<file path="src/rtl/slink_irq_pkg.sv">
package slink_irq_pkg;
  localparam int SRC_N  = 8;
  localparam int GRP_N  = SRC_N / 2;
  localparam int GRP_W  = $clog2(GRP_N);
  localparam int VEC_W  = 8;
  localparam int LOW_W  = GRP_W + 1;
  localparam int BASE_W = VEC_W - LOW_W;
  localparam int DATA_W = 8;
  localparam int ADDR_W = 2;

  localparam int S_ERR  = 0;
  localparam int S_TLA  = 1;
  localparam int S_RXF  = 2;
  localparam int S_RXE  = 3;
  localparam int S_TXR  = 4;
  localparam int S_TXE  = 5;
  localparam int S_EOD  = 6;
  localparam int S_EOF  = 7;

  typedef enum logic [ADDR_W-1:0] {
    A_STAT = 2'd0,
    A_DMA  = 2'd1,
    A_MASK = 2'd2,
    A_VEC  = 2'd3
  } reg_addr_e;

  typedef struct packed {
    logic susp;
    logic tx_dma;
    logic rx_dma;
  } ctl_t;
endpackage

</file>
<file path="src/rtl/slink_pend_regs.sv">
module slink_pend_regs
  import slink_irq_pkg::*;
(
  input  logic              clk_i,
  input  logic              rst_ni,
  input  logic [SRC_N-1:0]  evt_i,
  input  logic [1:0]        dma_ack_i,
  input  logic              we_i,
  input  logic [ADDR_W-1:0] addr_i,
  input  logic [DATA_W-1:0] wdata_i,
  input  logic [LOW_W-1:0]  vec_low_i,
  output logic [SRC_N-1:0]  pnd_o,
  output logic [SRC_N-1:0]  mask_o,
  output logic [BASE_W-1:0] base_o,
  output ctl_t              ctl_o,
  output logic [DATA_W-1:0] rdata_o
);
  logic [SRC_N-1:0] clr;
  reg_addr_e        addr;

  assign addr = reg_addr_e'(addr_i);

  always_comb begin
    clr = '0;
    if (we_i) begin
      unique case (addr)
        A_STAT: begin
          clr[S_ERR] = wdata_i[0];
          clr[S_TLA] = wdata_i[1];
          clr[S_RXF] = wdata_i[2];
          clr[S_TXR] = wdata_i[3];
          clr[S_EOD] = wdata_i[4];
          clr[S_EOF] = wdata_i[5];
        end
        A_DMA: begin
          clr[S_RXE] = wdata_i[0];
          clr[S_TXE] = wdata_i[1];
        end
        default: ;
      endcase
    end
    clr[S_RXF] = clr[S_RXF] | dma_ack_i[0];
    clr[S_TXR] = clr[S_TXR] | dma_ack_i[1];
  end

  always_ff @(posedge clk_i or negedge rst_ni) begin
    if (!rst_ni) begin
      pnd_o  <= '0;
      mask_o <= '0;
      base_o <= '0;
      ctl_o  <= '0;
    end else begin
      // set beats clear
      pnd_o <= (pnd_o & ~clr) | evt_i;
      if (we_i && addr == A_MASK) mask_o <= wdata_i[SRC_N-1:0];
      if (we_i && addr == A_VEC)  base_o <= wdata_i[DATA_W-1 -: BASE_W];
      if (we_i && addr == A_DMA)  ctl_o  <= ctl_t'(wdata_i[7:5]);
    end
  end

  always_comb begin
    rdata_o = '0;
    unique case (addr)
      A_STAT: rdata_o = {2'b00, pnd_o[S_EOF], pnd_o[S_EOD], pnd_o[S_TXR],
                         pnd_o[S_RXF], pnd_o[S_TLA], pnd_o[S_ERR]};
      A_DMA:  rdata_o = {ctl_o, 3'b000, pnd_o[S_TXE], pnd_o[S_RXE]};
      A_MASK: rdata_o = mask_o;
      A_VEC:  rdata_o = {base_o, vec_low_i};
      default: rdata_o = '0;
    endcase
  end
endmodule

</file>
<file path="src/rtl/slink_grp_prio.sv">
module slink_grp_prio
  import slink_irq_pkg::*;
(
  input  logic [SRC_N-1:0] pnd_i,
  input  logic [SRC_N-1:0] mask_i,
  input  ctl_t             ctl_i,
  input  logic             gie_i,
  output logic             rx_req_o,
  output logic             tx_req_o,
  output logic             req_o,
  output logic [LOW_W-1:0] low_o
);
  logic [SRC_N-1:0] act;
  logic [SRC_N-1:0] elig;
  logic [GRP_N-1:0] grp;
  logic             susp_hit;
  logic [GRP_W-1:0] best;

  assign act      = pnd_i & mask_i;
  assign susp_hit = ctl_i.susp & pnd_i[S_ERR] & pnd_i[S_TLA];
  assign rx_req_o = ctl_i.rx_dma & act[S_RXF] & ~susp_hit;
  assign tx_req_o = ctl_i.tx_dma & act[S_TXR] & ~susp_hit;

  // DMA-routed sources stay off the interrupt path
  always_comb begin
    elig        = act;
    elig[S_RXF] = act[S_RXF] & ~ctl_i.rx_dma;
    elig[S_TXR] = act[S_TXR] & ~ctl_i.tx_dma;
  end

  for (genvar g = 0; g < GRP_N; g++) begin : g_grp
    assign grp[g] = |elig[2*g +: 2];
  end

  // fault, message, receive, transmit
  always_comb begin
    if (grp[0])      best = GRP_W'(0);
    else if (grp[3]) best = GRP_W'(3);
    else if (grp[1]) best = GRP_W'(1);
    else             best = GRP_W'(2);
  end

  assign low_o = {best, 1'b0};
  assign req_o = gie_i & (|grp) & ~(rx_req_o | tx_req_o);
endmodule

</file>
<file path="src/rtl/slink_vec_hold.sv">
module slink_vec_hold
  import slink_irq_pkg::*;
(
  input  logic              clk_i,
  input  logic              rst_ni,
  input  logic              req_i,
  input  logic [LOW_W-1:0]  low_i,
  input  logic [BASE_W-1:0] base_i,
  input  logic              ack_i,
  output logic              irq_o,
  output logic [VEC_W-1:0]  vec_o
);
  always_ff @(posedge clk_i or negedge rst_ni) begin
    if (!rst_ni) begin
      irq_o <= 1'b0;
      vec_o <= '0;
    end else if (irq_o) begin
      if (ack_i || !req_i) irq_o <= 1'b0;
    end else if (req_i) begin
      irq_o <= 1'b1;
      vec_o <= {base_i, low_i};
    end
  end
endmodule

</file>
<file path="src/rtl/slink_irq_arb.sv">
module slink_irq_arb
  import slink_irq_pkg::*;
(
  input  logic              clk_i,
  input  logic              rst_ni,
  input  logic [SRC_N-1:0]  evt_i,
  input  logic              gie_i,
  input  logic              ack_i,
  input  logic [1:0]        dma_ack_i,
  output logic              rx_dmareq_o,
  output logic              tx_dmareq_o,
  output logic              irq_o,
  output logic [VEC_W-1:0]  vec_o,
  input  logic              reg_we_i,
  input  logic [ADDR_W-1:0] reg_addr_i,
  input  logic [DATA_W-1:0] reg_wdata_i,
  output logic [DATA_W-1:0] reg_rdata_o
);
  logic [SRC_N-1:0]  pnd;
  logic [SRC_N-1:0]  mask;
  logic [BASE_W-1:0] base;
  ctl_t              ctl;
  logic              req;
  logic [LOW_W-1:0]  low;
  logic              susp_en;

  assign susp_en = ctl.susp;

  slink_pend_regs u_regs (
    .clk_i    (clk_i),
    .rst_ni   (rst_ni),
    .evt_i    (evt_i),
    .dma_ack_i(dma_ack_i),
    .we_i     (reg_we_i),
    .addr_i   (reg_addr_i),
    .wdata_i  (reg_wdata_i),
    .vec_low_i(vec_o[LOW_W-1:0]),
    .pnd_o    (pnd),
    .mask_o   (mask),
    .base_o   (base),
    .ctl_o    (ctl),
    .rdata_o  (reg_rdata_o)
  );

  slink_grp_prio u_prio (
    .pnd_i   (pnd),
    .mask_i  (mask),
    .ctl_i   (ctl),
    .gie_i   (gie_i),
    .rx_req_o(rx_dmareq_o),
    .tx_req_o(tx_dmareq_o),
    .req_o   (req),
    .low_o   (low)
  );

  slink_vec_hold u_hold (
    .clk_i (clk_i),
    .rst_ni(rst_ni),
    .req_i (req),
    .low_i (low),
    .base_i(base),
    .ack_i (ack_i),
    .irq_o (irq_o),
    .vec_o (vec_o)
  );
endmodule

</file>
<file path="config.mk">
export PLATFORM = sky130hd
export DESIGN_NAME = slink_irq_arb
export DESIGN_NICKNAME = d
export VERILOG_FILES = /design/src/rtl/slink_irq_pkg.sv /design/src/rtl/slink_pend_regs.sv /design/src/rtl/slink_grp_prio.sv /design/src/rtl/slink_vec_hold.sv /design/src/rtl/slink_irq_arb.sv
export SDC_FILE = /design/constraint.sdc
export NUM_CORES = 1
export LEC_CHECK = 0
export ABC_AREA = 1
export BUFFER_PORTS_ARGS = -buffer_cell sky130_fd_sc_hd__buf_2
export CAP_MARGIN = 20
export CORE_ASPECT_RATIO = 1.4
export CORE_MARGIN = 1
export CORE_UTILIZATION = 54
export DETAILED_ROUTE_END_ITERATION = 10
export PLACE_DENSITY = 0.82
export SLEW_MARGIN = 25
export SYNTH_ARGS = -nofsm -noshare
export SYNTH_HDL_FRONTEND = slang
export SYNTH_SLANG_ARGS = --single-unit
export TNS_END_PERCENT = 5
</file>
<file path="constraint.sdc">
create_clock -name clk_i -period 2.55 [get_ports clk_i]
set_input_delay 0.255 -clock clk_i [delete_from_list [all_inputs] [get_ports clk_i]]
set_output_delay 0.255 -clock clk_i [all_outputs]
set_load 0.01 [all_outputs]
</file>
### After elaboration in Yosys (flattened, before gate mapping)

Cells that the tools add are included.

| storage, ports and cells | value |
|---|---|
| register bits after elaboration | 32 |
| input port bits | 25 |
| output and inout bits | 19 |

| cells by class | value |
|---|---|
| equality and inequality tests | 3 |
| mux-type cells | 13 |
| bitwise gates (word level) | 22 |
| reduce and logical (&&, ||, !) cells | 11 |

Operator list:

| operator | count |
|---|---|
| one-hot mux 8 bit (4 select lines) | 1 |
| AND 8 bit | 2 |
| AND 1 bit | 10 |
| 2-to-1 mux 2 bit | 4 |
| 2-to-1 mux 8 bit | 1 |
| NOT 8 bit | 1 |
| bitwise OR 8 bit | 1 |
| OR reduction 8 bit | 1 |
| 2-to-1 mux 1 bit | 6 |
| OR reduction 2 bit | 3 |
| NOT 1 bit | 5 |
| equality test 2 bit (second input constant) | 2 |
| logical AND 1 bit | 3 |
| 2-to-1 mux 3 bit | 1 |
| bitwise OR 1 bit | 3 |
| equality test 2 x 1 -> 1 bit (second input constant) | 1 |
| logical NOT 2 bit | 1 |
| AND reduction 2 bit | 1 |
| logical NOT 1 bit | 1 |
| logical OR 1 bit | 1 |

### Longest topological paths before layout

| depth | value |
|---|---|
| depth after elaboration | 11 |
| gate-level depth with buffers | 8 |
| mapped depth without buffers | 8 |

### Modules after synthesis

A second synthesis with hierarchy kept.

| unflattened totals | value |
|---|---|
| cells, all modules | 233 |
| area total of the unflattened synthesis | 1695.4 um^2 |

By module, submodules not included:

| module | times used | cells an instance | area each (um^2) | seq. area each (um^2) |
|---|---|---|---|---|
| slink_pend_regs | 1 | 164 | 1199.9 | 600.6 |
| slink_vec_hold | 1 | 37 | 359.1 | 225.2 |
| slink_grp_prio | 1 | 32 | 136.4 | 0.0 |

### Worst setup path before layout

Ideal clock, no wire load.

| timing path | value |
|---|---|
| path type | register to register |
| start point | register u_regs.pnd_o[0] |
| end point | register u_hold.vec_o[1] |
| library setup time | 0.065 ns |
| arrival | 1.073 ns |
| data required time | 2.485 ns |
| path slack | 1.412 ns |
| cell stages (with the launch flop) | 8 |
| buffers on the path | 0 |
| period minus slack after synthesis | 1.138 ns |
| cells stage by stage | dfrtp_1 > nand3_1 > nand2_1 > nor2_2 > nor2_8 > nand3_4 > nand2_1 > nand2_1 |

| on the way | value |
|---|---|
| word-level cells in the longest chain between the ends | 8 |

Ends and longest elaborated chain:

| what | RTL line | text |
|---|---|---|
| from (decl) | slink_pend_regs.sv:12 | `output logic [SRC_N-1:0] pnd_o,` |
| from (signal assigned) | slink_pend_regs.sv:54 | `pnd_o <= (pnd_o & ~clr) \| evt_i;` |
| AND 1 bit (2 in a row) | slink_grp_prio.sv:20 | `assign susp_hit = ctl_i.susp & pnd_i[S_ERR] & pnd_i[S_TLA];` |
| NOT 1 bit | slink_grp_prio.sv:22 | `assign tx_req_o = ctl_i.tx_dma & act[S_TXR] & ~susp_hit;` |
| AND 1 bit | slink_grp_prio.sv:22 |  |
| named net tx_dmareq_o | slink_irq_arb.sv:11 | `output logic tx_dmareq_o,` |
| bitwise OR 1 bit | slink_grp_prio.sv:44 | `assign req_o = gie_i & (\|grp) & ~(rx_req_o \| tx_req_o);` |
| NOT 1 bit | slink_grp_prio.sv:44 |  |
| AND 1 bit | slink_grp_prio.sv:44 |  |
| AND reduction 2 bit (no source line) | - |  |
| to (signal assigned) | slink_vec_hold.sv:21 | `vec_o <= {base_i, low_i};` |
| to (decl) | slink_vec_hold.sv:11 | `output logic [VEC_W-1:0] vec_o` |

The timed path passes the listed nets, and every way through them passes these cells.
A chain may end at the register's enable or synchronous reset.

### Worst setup path in the final report

| timing path | value |
|---|---|
| start point | register u_regs.pnd_o[0] |
| end point | output tx_dmareq_o |

| on the way | value |
|---|---|
| word-level cells in the longest chain between the ends | 4 |

Ends and longest elaborated chain:

| what | RTL line |
|---|---|
| AND 1 bit (2 in a row) | slink_grp_prio.sv:20 |
| NOT 1 bit | slink_grp_prio.sv:22 |
| AND 1 bit | slink_grp_prio.sv:22 |
| to (decl) | slink_irq_arb.sv:11 |

Every way passes these cells.

==> results.sh <==
export IMPL_status="finished, final reports clean"
export IMPL_worst_pin_slew_ns=0.6977
export IMPL_die_h_um=66.77
export IMPL_syn_area_um2=1618
export IMPL_grt_max_degree=33
export IMPL_rsz0062_at_grt="false"
export IMPL_crit_end="tx_dmareq_o"
export IMPL_netSwitchingPower_mw=0.4780
export IMPL_antenna_cells=0
export IMPL_p_int_mw=1.027
export IMPL_synth_nets=224
export IMPL_cts_buffers=5
export IMPL_rows=23
export IMPL_io_buffer_count=42
export IMPL_pin_count=44
export IMPL_whs_ns=0.003619
export IMPL_drc_errors=0
export IMPL_switching_share=0.3177
export IMPL_combinationalPowerShare=0.235
export IMPL_hp_class="input port to async pin"
export IMPL_detail_route_antenna_nets=0
export IMPL_initial_utilization=0.5679
export IMPL_vias_per_cell=5.113
export IMPL_chipWidth_um=48.26
export IMPL_p_seq_frac=0.444
export IMPL_fin_crit_sh=0.6095
export IMPL_slew_violations=0
export IMPL_setup_viol=0
export IMPL_cts_tree="built"
export IMPL_cts_root_buffer="clkbuf_8"
export IMPL_worst_ep_arrival_time_ns=1.30
export IMPL_grt_pass1_wl_um=5609
export IMPL_r2r_setup_slack_ns=1.22
export IMPL_r2r_end="u_hold.vec_o[5]$_DFFE_PN0P_"
export IMPL_htree_levels=2
export IMPL_clk_pin_slew_ns=0.07
export IMPL_cts_resized_gates=0
export IMPL_p_per_area_nw_per_um2=764.9
export IMPL_syn_inst=199
export IMPL_area_delta_synth_final_pct=21.58
export IMPL_yosys_warnings=0
export IMPL_place_area_um2=1856
export IMPL_wirelength_um=3457
export IMPL_syn_area_per_cell_um2=8.130
export IMPL_start_kind="flip-flop"
export IMPL_drive_gt1_frac=0.2874
export IMPL_antenna_found_initial=0
export IMPL_cts_hold_buf=0
export IMPL_reg2reg_depth=7
export IMPL_cp_required_ns=2.30
export IMPL_drt_pass1_iter_count=4
export IMPL_vias=1452
export IMPL_clock_skew_ns=0.003730
export IMPL_peakVddDrop_mv=0.4744
export IMPL_clock_path_buffers=2
export IMPL_p_total_mw=1.505
export IMPL_post_cts_buffers=0
export IMPL_slew_headroom=0.5348
export IMPL_coreArea_um2=2849
export IMPL_setup_worst_path_start="u_regs.pnd_o[0]$_DFF_PN0_"
export IMPL_fin_util=0.6904
export IMPL_crit_path_end_kind="output port"
export IMPL_timing_rr_start="u_regs.mask_o[7]$_DFFE_PN0P_"
export IMPL_clock_sinks=32
export IMPL_synth_seq_area_share=0.4950
export IMPL_fmax_ghz=0.6434
export IMPL_wl_per_cell_um=12.17
export IMPL_critical_path_class="flip-flop to output port"
export IMPL_globalRouteTotalUtil=0.2592
export IMPL_synth_seq_cells=32
export IMPL_gp_congestion=0.8673
export IMPL_maxCapViolCount=0
export IMPL_cellLeakagePower_nw=1.058
export IMPL_hold_viol=0
export IMPL_place_hpwl_um=2510
export IMPL_grt_overflow=0
export IMPL_crit_fanout=4
export IMPL_postLayoutCellArea_um2=1967
export IMPL_synth_cell_types=23
export IMPL_drt_iter0_drc=44
export IMPL_final_net_count=271
export IMPL_setup_tns_final_ns=0
export IMPL_pwr_share_clk=0.321
export IMPL_die_area_um2=3222
export IMPL_clkLatencyLatePin_ns=0.29
export IMPL_min_period_ns=1.554
export IMPL_first_global_vias=1256
## Yosys cell counts (all sizes together)
master  number  area share
nand2       84        0.21
dfrtp       32        0.49
o21ai       24       0.093
inv         21       0.050
nor2        11       0.046
nand3       10       0.042
nand4        9       0.035
a21oi        2      0.0062
buf          2       0.012
o21bai       2      0.0093
clkinv       1      0.0023
conb         1      0.0023
## power by group through the flow
stage	Clock, mW	Combinational, mW	Sequential, mW
finish	0.484	0.353	0.668
floorplan	0	0.205	0.682
global placement	0	0.345	0.672
CTS	0.491	0.357	0.667
global route	0.515	0.403	0.679
detailed placement	0	0.353	0.676
## per-stage QoR
step	worst slack, ns	cells
after floorplan	1.412	199
after global placement	1.221	276
after detailed placement	1.224	276
after CTS	0.9918	284
after global routing	0.9115	284
final	0.9957	284
## worst min-delay path by stage
stage                start                           end  cells past startpoint
floorplan           rst_ni        u_hold.irq_o$_DFF_PN0_                      0
finish              rst_ni        u_hold.irq_o$_DFF_PN0_                      1
global route        rst_ni  u_regs.mask_o[7]$_DFFE_PN0P_                      1
CTS                 rst_ni     u_regs.pnd_o[6]$_DFF_PN0_                      1
detailed placement  rst_ni  u_regs.mask_o[4]$_DFFE_PN0P_                      1
global placement    rst_ni   u_hold.vec_o[3]$_DFFE_PN0P_                      1
## layout make-up
cell class,count,area [um2]
fillers,254,882.1
flip-flops and latches,32,800.8
multi-input cells,143,713.2
repair buffers,42,210.2
inverters,22,85.08
clock buffers,5,68.82
well taps,37,46.29
clock inverters,3,42.54
## critical path: stages (launching register included)
cell and delay, ns:
dfrtp_1 0.41, nand3_1 0.14, nand2_1 0.08, nor2_2 0.21
buf_2 0.18
## cells by family (layout without fill, tap and decap cells)
| family | count (synthesis) | count (layout) | synth area share |
|---|---|---|---|
| AND/OR/NAND/NOR | 114 | 114 | 0.3302 |
| other | 1 | 1 | 0.002318 |
| AO/OA/AOI/OAI | 28 | 28 | 0.1083 |
| buffers and inverters | 24 | 72 | 0.06419 |
| flip-flops | 32 | 32 | 0.4950 |
## cells in the final DEF, fill, tap and decap left out, types with 2 or more instances in the layout
cell	instances
inv_1	20
nand3_1	8
o21bai_1	2
o21ai_0	15
clkbuf_8	5
nor2_4	2
dfrtp_1	32
nand4_1	9
o21ai_2	8
a21oi_1	2
buf_2	42
nor2_1	7
nand2_2	5
nand2_1	78
## layer usage
layer  part of all wire  vias up  track usage
met5                  0        -            0
met3              0.045        9      0.08130
li1                   -      732            -
met4              0.024        0       0.1215
met2               0.52       39       0.4050
met1               0.41      672       0.3102
## state kept, by name, indices dropped and copies added, names as in the netlist
name           flops
u_regs.mask_o      8
u_regs.pnd_o       8
u_hold.vec_o       7
u_regs.ctl_o       3
u_hold.irq_o       1
u_regs.base_o      5
Power figures use the tool's default switching activity.
